--- src/rtl/fdl_rx_pkg.sv ---
package fdl_rx_pkg;
    typedef enum logic [2:0] {
        ADDR_RXBYTE = 3'd0,
        ADDR_PAT_A  = 3'd1,
        ADDR_PAT_B  = 3'd2,
        ADDR_STATUS = 3'd3,
        ADDR_CTRL   = 3'd4
    } reg_addr_e;

    localparam int STAT_MATCH_BIT   = 0;
    localparam int STAT_READY_BIT   = 1;
    localparam int CTRL_DESTUFF_BIT = 0;
    localparam int CTRL_MASK_BIT    = 1;
endpackage

--- src/rtl/fdl_destuff.sv ---
module fdl_destuff #(
    parameter int RUN_LEN = 5
) (
    input  logic clk,
    input  logic rst_n,
    input  logic en_i,
    input  logic bit_i,
    input  logic valid_i,
    output logic keep_o,
    output logic bit_o
);
    localparam int CNT_W = $clog2(RUN_LEN + 2);
    localparam logic [CNT_W-1:0] CNT_RUN = CNT_W'(RUN_LEN);
    localparam logic [CNT_W-1:0] CNT_SAT = CNT_W'(RUN_LEN + 1);

    typedef struct packed {
        logic [CNT_W-1:0] ones;
    } state_t;

    state_t q, d;
    logic   drop;

    always_comb begin
        d    = q;
        drop = 1'b0;
        if (valid_i) begin
            if (bit_i) begin
                if (q.ones != CNT_SAT) begin
                    d.ones = q.ones + 1'b1;
                end
            end else begin
                drop   = en_i && (q.ones == CNT_RUN);
                d.ones = '0;
            end
        end
    end

    always_ff @(posedge clk or negedge rst_n) begin
        if (!rst_n) begin
            q <= '0;
        end else begin
            q <= d;
        end
    end

    assign keep_o = valid_i && !drop;
    assign bit_o  = bit_i;

    // the run count saturates and never passes the limit
    p_ones_saturate_r7: assert property (@(posedge clk) disable iff (!rst_n)
        q.ones <= CNT_SAT);

    // a strobed zero returns the run count to zero
    p_zero_clears_r7: assert property (@(posedge clk) disable iff (!rst_n)
        (valid_i && !bit_i) |=> (q.ones == '0));

    // a strobed one is always kept
    p_ones_kept_r1: assert property (@(posedge clk) disable iff (!rst_n)
        (valid_i && bit_i) |-> keep_o);
endmodule

--- src/rtl/fdl_shift.sv ---
module fdl_shift #(
    parameter int DATA_W = 8
) (
    input  logic              clk,
    input  logic              rst_n,
    input  logic              keep_i,
    input  logic              bit_i,
    output logic              done_o,
    output logic [DATA_W-1:0] byte_o
);
    localparam int IDX_W = $clog2(DATA_W);
    localparam logic [IDX_W-1:0] IDX_LAST = IDX_W'(DATA_W - 1);

    typedef struct packed {
        logic [DATA_W-1:0] sh;
        logic [IDX_W-1:0]  idx;
    } state_t;

    state_t q, d;

    always_comb begin
        d      = q;
        done_o = 1'b0;
        if (keep_i) begin
            d.sh = {bit_i, q.sh[DATA_W-1:1]};
            if (q.idx == IDX_LAST) begin
                done_o = 1'b1;
                d.idx  = '0;
            end else begin
                d.idx = q.idx + 1'b1;
            end
        end
    end

    assign byte_o = {bit_i, q.sh[DATA_W-1:1]};

    always_ff @(posedge clk or negedge rst_n) begin
        if (!rst_n) begin
            q <= '0;
        end else begin
            q <= d;
        end
    end

    // the bit index only moves on a kept bit
    p_idx_hold_r8: assert property (@(posedge clk) disable iff (!rst_n)
        !keep_i |=> $stable(q.idx));

    // a finished byte restarts the bit index
    p_idx_restart_r8: assert property (@(posedge clk) disable iff (!rst_n)
        done_o |=> (q.idx == '0));
endmodule

--- src/rtl/fdl_match.sv ---
module fdl_match #(
    parameter int DATA_W = 8,
    parameter int NPAT   = 2
) (
    input  logic                        strobe_i,
    input  logic [DATA_W-1:0]           byte_i,
    input  logic [NPAT-1:0][DATA_W-1:0] pat_i,
    output logic                        hit_o
);
    logic [NPAT-1:0] eq;

    for (genvar g = 0; g < NPAT; g++) begin : g_cmp
        assign eq[g] = (byte_i == pat_i[g]);
    end

    assign hit_o = strobe_i && (|eq);
endmodule

--- src/rtl/fdl_rx_deser.sv ---
module fdl_rx_deser
    import fdl_rx_pkg::*;
#(
    parameter int DATA_W  = 8,
    parameter int RUN_LEN = 5
) (
    input  logic              clk,
    input  logic              rst_n,
    input  logic              bit_in,
    input  logic              bit_valid,
    input  logic [2:0]        reg_addr,
    input  logic              reg_wr,
    input  logic              reg_rd,
    input  logic [DATA_W-1:0] reg_wdata,
    output logic [DATA_W-1:0] reg_rdata,
    output logic              irq_n
);
    localparam int NPAT = 2;

    typedef struct packed {
        logic [DATA_W-1:0]           rx_byte;
        logic [NPAT-1:0][DATA_W-1:0] pat;
        logic                        match;
        logic                        ready;
        logic                        destuff_en;
        logic                        irq_mask;
    } state_t;

    state_t            q, d;
    logic              keep;
    logic              kbit;
    logic              byte_done;
    logic [DATA_W-1:0] new_byte;
    logic              hit;
    logic              stat_rd;

    fdl_destuff #(.RUN_LEN(RUN_LEN)) i_destuff (
        .clk     (clk),
        .rst_n   (rst_n),
        .en_i    (q.destuff_en),
        .bit_i   (bit_in),
        .valid_i (bit_valid),
        .keep_o  (keep),
        .bit_o   (kbit)
    );

    fdl_shift #(.DATA_W(DATA_W)) i_shift (
        .clk    (clk),
        .rst_n  (rst_n),
        .keep_i (keep),
        .bit_i  (kbit),
        .done_o (byte_done),
        .byte_o (new_byte)
    );

    fdl_match #(.DATA_W(DATA_W), .NPAT(NPAT)) i_match (
        .strobe_i (byte_done),
        .byte_i   (new_byte),
        .pat_i    (q.pat),
        .hit_o    (hit)
    );

    assign stat_rd = reg_rd && (reg_addr == ADDR_STATUS);

    always_comb begin
        d = q;
        if (reg_wr) begin
            case (reg_addr)
                ADDR_PAT_A: d.pat[0] = reg_wdata;
                ADDR_PAT_B: d.pat[1] = reg_wdata;
                ADDR_CTRL: begin
                    d.destuff_en = reg_wdata[CTRL_DESTUFF_BIT];
                    d.irq_mask   = reg_wdata[CTRL_MASK_BIT];
                end
                default: ;
            endcase
        end
        if (stat_rd) begin
            d.match = 1'b0;
            d.ready = 1'b0;
        end
        if (byte_done) begin
            d.rx_byte = new_byte;
            d.ready   = 1'b1;
        end
        if (hit) begin
            d.match = 1'b1;
        end
    end

    always_ff @(posedge clk or negedge rst_n) begin
        if (!rst_n) begin
            q <= '0;
        end else begin
            q <= d;
        end
    end

    always_comb begin
        reg_rdata = '0;
        case (reg_addr)
            ADDR_RXBYTE: reg_rdata = q.rx_byte;
            ADDR_PAT_A:  reg_rdata = q.pat[0];
            ADDR_PAT_B:  reg_rdata = q.pat[1];
            ADDR_STATUS: begin
                reg_rdata[STAT_MATCH_BIT] = q.match;
                reg_rdata[STAT_READY_BIT] = q.ready;
            end
            ADDR_CTRL: begin
                reg_rdata[CTRL_DESTUFF_BIT] = q.destuff_en;
                reg_rdata[CTRL_MASK_BIT]    = q.irq_mask;
            end
            default: ;
        endcase
    end

    assign irq_n = !(q.match && q.irq_mask);

    // every finished byte raises the ready flag
    p_ready_after_byte_r8: assert property (@(posedge clk) disable iff (!rst_n)
        byte_done |=> q.ready);

    // the match flag stays set until the status register is read
    p_match_sticky_r5: assert property (@(posedge clk) disable iff (!rst_n)
        (q.match && !stat_rd) |=> q.match);

    // the receive register holds between finished bytes
    p_rx_hold_r9: assert property (@(posedge clk) disable iff (!rst_n)
        !byte_done |=> $stable(q.rx_byte));

    // with the mask off the interrupt stays inactive
    p_irq_masked_r6: assert property (@(posedge clk) disable iff (!rst_n)
        !q.irq_mask |-> irq_n);
endmodule

--- config.mk ---
export PLATFORM = sky130hd
export DESIGN_NAME = fdl_rx_deser
export DESIGN_NICKNAME = d
export VERILOG_FILES = /design/src/rtl/fdl_rx_pkg.sv /design/src/rtl/fdl_destuff.sv /design/src/rtl/fdl_shift.sv /design/src/rtl/fdl_match.sv /design/src/rtl/fdl_rx_deser.sv
export SDC_FILE = /design/constraint.sdc
export NUM_CORES = 1
export LEC_CHECK = 0
export BUFFER_PORTS_ARGS = -buffer_cell sky130_fd_sc_hd__buf_4
export CORE_MARGIN = 2
export CORE_UTILIZATION = 45
export DETAILED_ROUTE_END_ITERATION = 16
export GPL_TIMING_DRIVEN = 0
export MAX_ROUTING_LAYER = met4
export REMOVE_ABC_BUFFERS = 1
export SYNTH_ARGS = -nofsm -noshare
export SYNTH_HDL_FRONTEND = slang
export SYNTH_HIERARCHICAL = 1
export SYNTH_SLANG_ARGS = --single-unit
--- constraint.sdc ---
create_clock -name clk -period 2.8 [get_ports clk]
set_input_delay 0.14 -clock clk [delete_from_list [all_inputs] [get_ports clk]]
set_output_delay 0.14 -clock clk [all_outputs]
set_load 0.05 [all_outputs]
==> results.json <==
{
  "startpoint_type": "register",
  "antenna_found_initial": 0,
  "finalWirelength_mm": 4.718,
  "synth_area_leaders": "dfrtp_1 44%, mux2_2 10%, mux2_4 9.7%",
  "ys_warn_count": 6,
  "path_max_fanout": 12,
  "p_leak_nw": 1.127,
  "antenna_left": 0,
  "vias": 1439,
  "cts_setup_buffers": 0,
  "synth_commonest_cells": "41 x dfrtp_1, 21 x mux2_2, 16 x xnor2_1",
  "finClkSkew_ns": 0.007887,
  "critical_path_class": "register to register",
  "drive_above_1_share_pct": 36.14,
  "netSwitchingFraction_pct": 31.76,
  "io-pin-count": 26,
  "dp_hpwl_mm": 3.221,
  "numCtsBuffers": 5,
  "drt-met1-wl_mm": 2.219,
  "end_kind": "register",
  "htree_num_levels": 2,
  "ys_types": 34,
  "drt_iter0_markers": 120,
  "synth_largest_area_cell": "dfrtp_1",
  "tightestPinTransition_ns": 0.9351,
  "die_h_um": 75.66,
  "remaining_drc_errors": 0,
  "dr.max_layer_used": "met4",
  "syn_inst": 185,
  "synth_seq_cells": 41,
  "dr_wl_met3_um": 129,
  "fmax_mhz": 433.2,
  "setup_viol": 0,
  "grt_pass1_vias": 1527,
  "synth_edf_count": 0,
  "seqPwrFrac_pct": 47.8,
  "dpl_cell_area_um2": 2452,
  "core_um2": 5042,
  "design_area_um2": 2549,
  "status": "complete, no violations",
  "wl_per_cell_um": 17.35,
  "final_util_pct": 50.55,
  "dieArea_um2": 5724,
  "p_per_area_nw_per_um2": 755.2,
  "fillers": 460,
  "area_growth_syn_to_layout_pct": 10.29,
  "synth_top_area_share_pct": 44.40,
  "vias_per_cell": 5.290,
  "grt_usage_pct": 19.04,
  "avgSynthCellArea_um2": 12.49,
  "fin_tns_setup_ns": 0,
  "async_flop_share_pct": 100.0,
  "comb_power_share_pct": 32.0,
  "clk_latency_ns": 0.28,
  "hp-class": "primary input to register",
  "synth_ff_type": "dfrtp_1",
  "timing.final.crit_share_pct": 82.44,
  "syn_area_um2": 2311,
  "rsz0062_at_grt": "false",
  "fin_ws_ns": 0.4918,
  "multiInputGateArea_um2": 1140,
  "post_cts_resized": 0,
  "synthMostInstantiatedCell": "dfrtp_1",
  "yosysSeqAreaShare_pct": 44.40,
  "pre_cts_ws_ns": 0.5301,
  "die_w_um": 75.66,
  "cts_hold_buf": 1,
  "num-nets-final": 224,
  "power.internal_mw": 1.313,
  "place.gp.congestion": 0.7590,
  "cp.required_ns": 2.97,
  "cts_tree": "yes",
  "p_sw_mw": 0.6112,
  "grt-ovfl-total": 0,
  "maxSlewViolCount": 0,
  "cts_buffer_depth": 2,
  "regArea_um2": 1026,
  "max-cap-violations": 0,
  "n_antenna_cell": 0,
  "post-route-min-period_ns": 2.308,
  "ir_drop_uv": 470.3,
  "initial_core_util_pct": 45.83,
  "cts_root_buffer": "clkbuf_8",
  "whs_ns": 0.07412,
  "port-buffer-count": 25,
  "drt-pass1-iter-count": 4,
  "fp-row-count": 26,
  "clkTransAtPathRegs_ns": 0.08,
  "grt_max_degree": 42,
  "cts_sinks": 41,
  "grt_pass1_wl_mm": 7.734,
  "wl_met2_mm": 2.334,
  "clockPowerShare_pct": 20.2,
  "cp.arrival_ns": 2.48,
  "timing.final.hold_violations": 0,
  "maxSlewHeadroom_pct": 37.57
}
per-layer routing:
| metal | global-route usage [%] | vias up |
|---|---|---|
| met5 | - | - |
| met1 | 25.87 | 736 |
| met2 | 29.08 | 26 |
| met3 | 4.762 | 4 |
| met4 | 4.094 | 0 |
| li1 | - | 673 |
power by group through the flow:
stage	Sequential, mW	Combinational (mW)	Clock (mW)
2_1_floorplan	0.886	0.473	0
3_3_place_gp	0.919	0.590	0
3_5_place_dp	0.930	0.618	0
4_1_cts	0.920	0.624	0.397
5_1_grt	0.947	0.680	0.424
6_report	0.920	0.616	0.389
per-stage QoR:
| stage | power, mW | instances |
|---|---|---|
| finish | 1.925 | 272 |
| global route | 2.052 | 272 |
| CTS | 1.940 | 272 |
| detailed placement | 1.548 | 264 |
| global placement | 1.509 | 264 |
| floorplan | 1.360 | 169 |
path summary, 6_finish.rpt:
check | startpoint | endpoint | slack, ns | cells past startpoint
setup / recovery | i_destuff/q[1] | q[25] | 0.49 | 6
hold / removal | bit_valid | i_destuff/q[2] | 0.07 | 2
setup reg to reg | i_destuff/q[1] | q[25] | 0.49 | 6
hold reg to reg | q[2] | q[2] | 0.48 | 1
max in group asynchronous | rst_n | q[8] | 2.06 | 2
min in group asynchronous | rst_n | q[23] | 0.36 | 2
cell type report:
cell class	instances	area share, %
clock buffers	7	3.387
well taps	70	3.436
inverters	3	0.4418
flip-flops and latches	41	40.26
repair buffers	26	7.757
multi-input cells	125	44.72
flip-flops by register name, summed over array words and instances, names as in the netlist:
register / cells
i_destuff/q: 3
i_shift/byte_o: 7
i_shift/q: 3
q: 28
cells in the final DEF (no fill, tap or decap):
master,n
mux2_4,15
or2_1,6
nand3_1,2
nor4bb_4,1
nand4_1,5
and2_2,1
a21oi_1,10
xnor2_1,16
clkbuf_8,6
nor3b_1,2
buf_4,25
a41o_1,1
nor3_4,1
mux2i_1,8
dlygate4sd3_1,1
mux2_2,21
nor3_1,1
or3_1,1
nand3b_1,1
nand4b_1,2
nand2_4,1
nor2b_1,2
o22ai_1,2
a21o_1,2
clkbuf_1,1
and4bb_2,2
nor2_1,1
nand2_1,10
dfrtp_1,41
ha_1,5
and2_1,2
a2bb2oi_1,1
inv_1,3
o211ai_1,1
o21ai_0,2
critical path: stages (launching register included):
cell and delay (ns):
dfrtp_1 0.41, inv_1 0.09, ha_1 0.19, nand4b_1 0.09
and2_1 0.58, and2_2 0.45, mux2_2 0.37
kinds of logic after synthesis:
family	share of synthesized area (%)
adder cells (fa/ha/maj)	2.707
AND/OR/NAND/NOR	12.18
XOR/XNOR	6.064
multiplexers	23.44
AO/OA/AOI/OAI	4.927
buffers and inverters	6.280
flip-flops	44.40
Power figures use the tool's default switching activity.
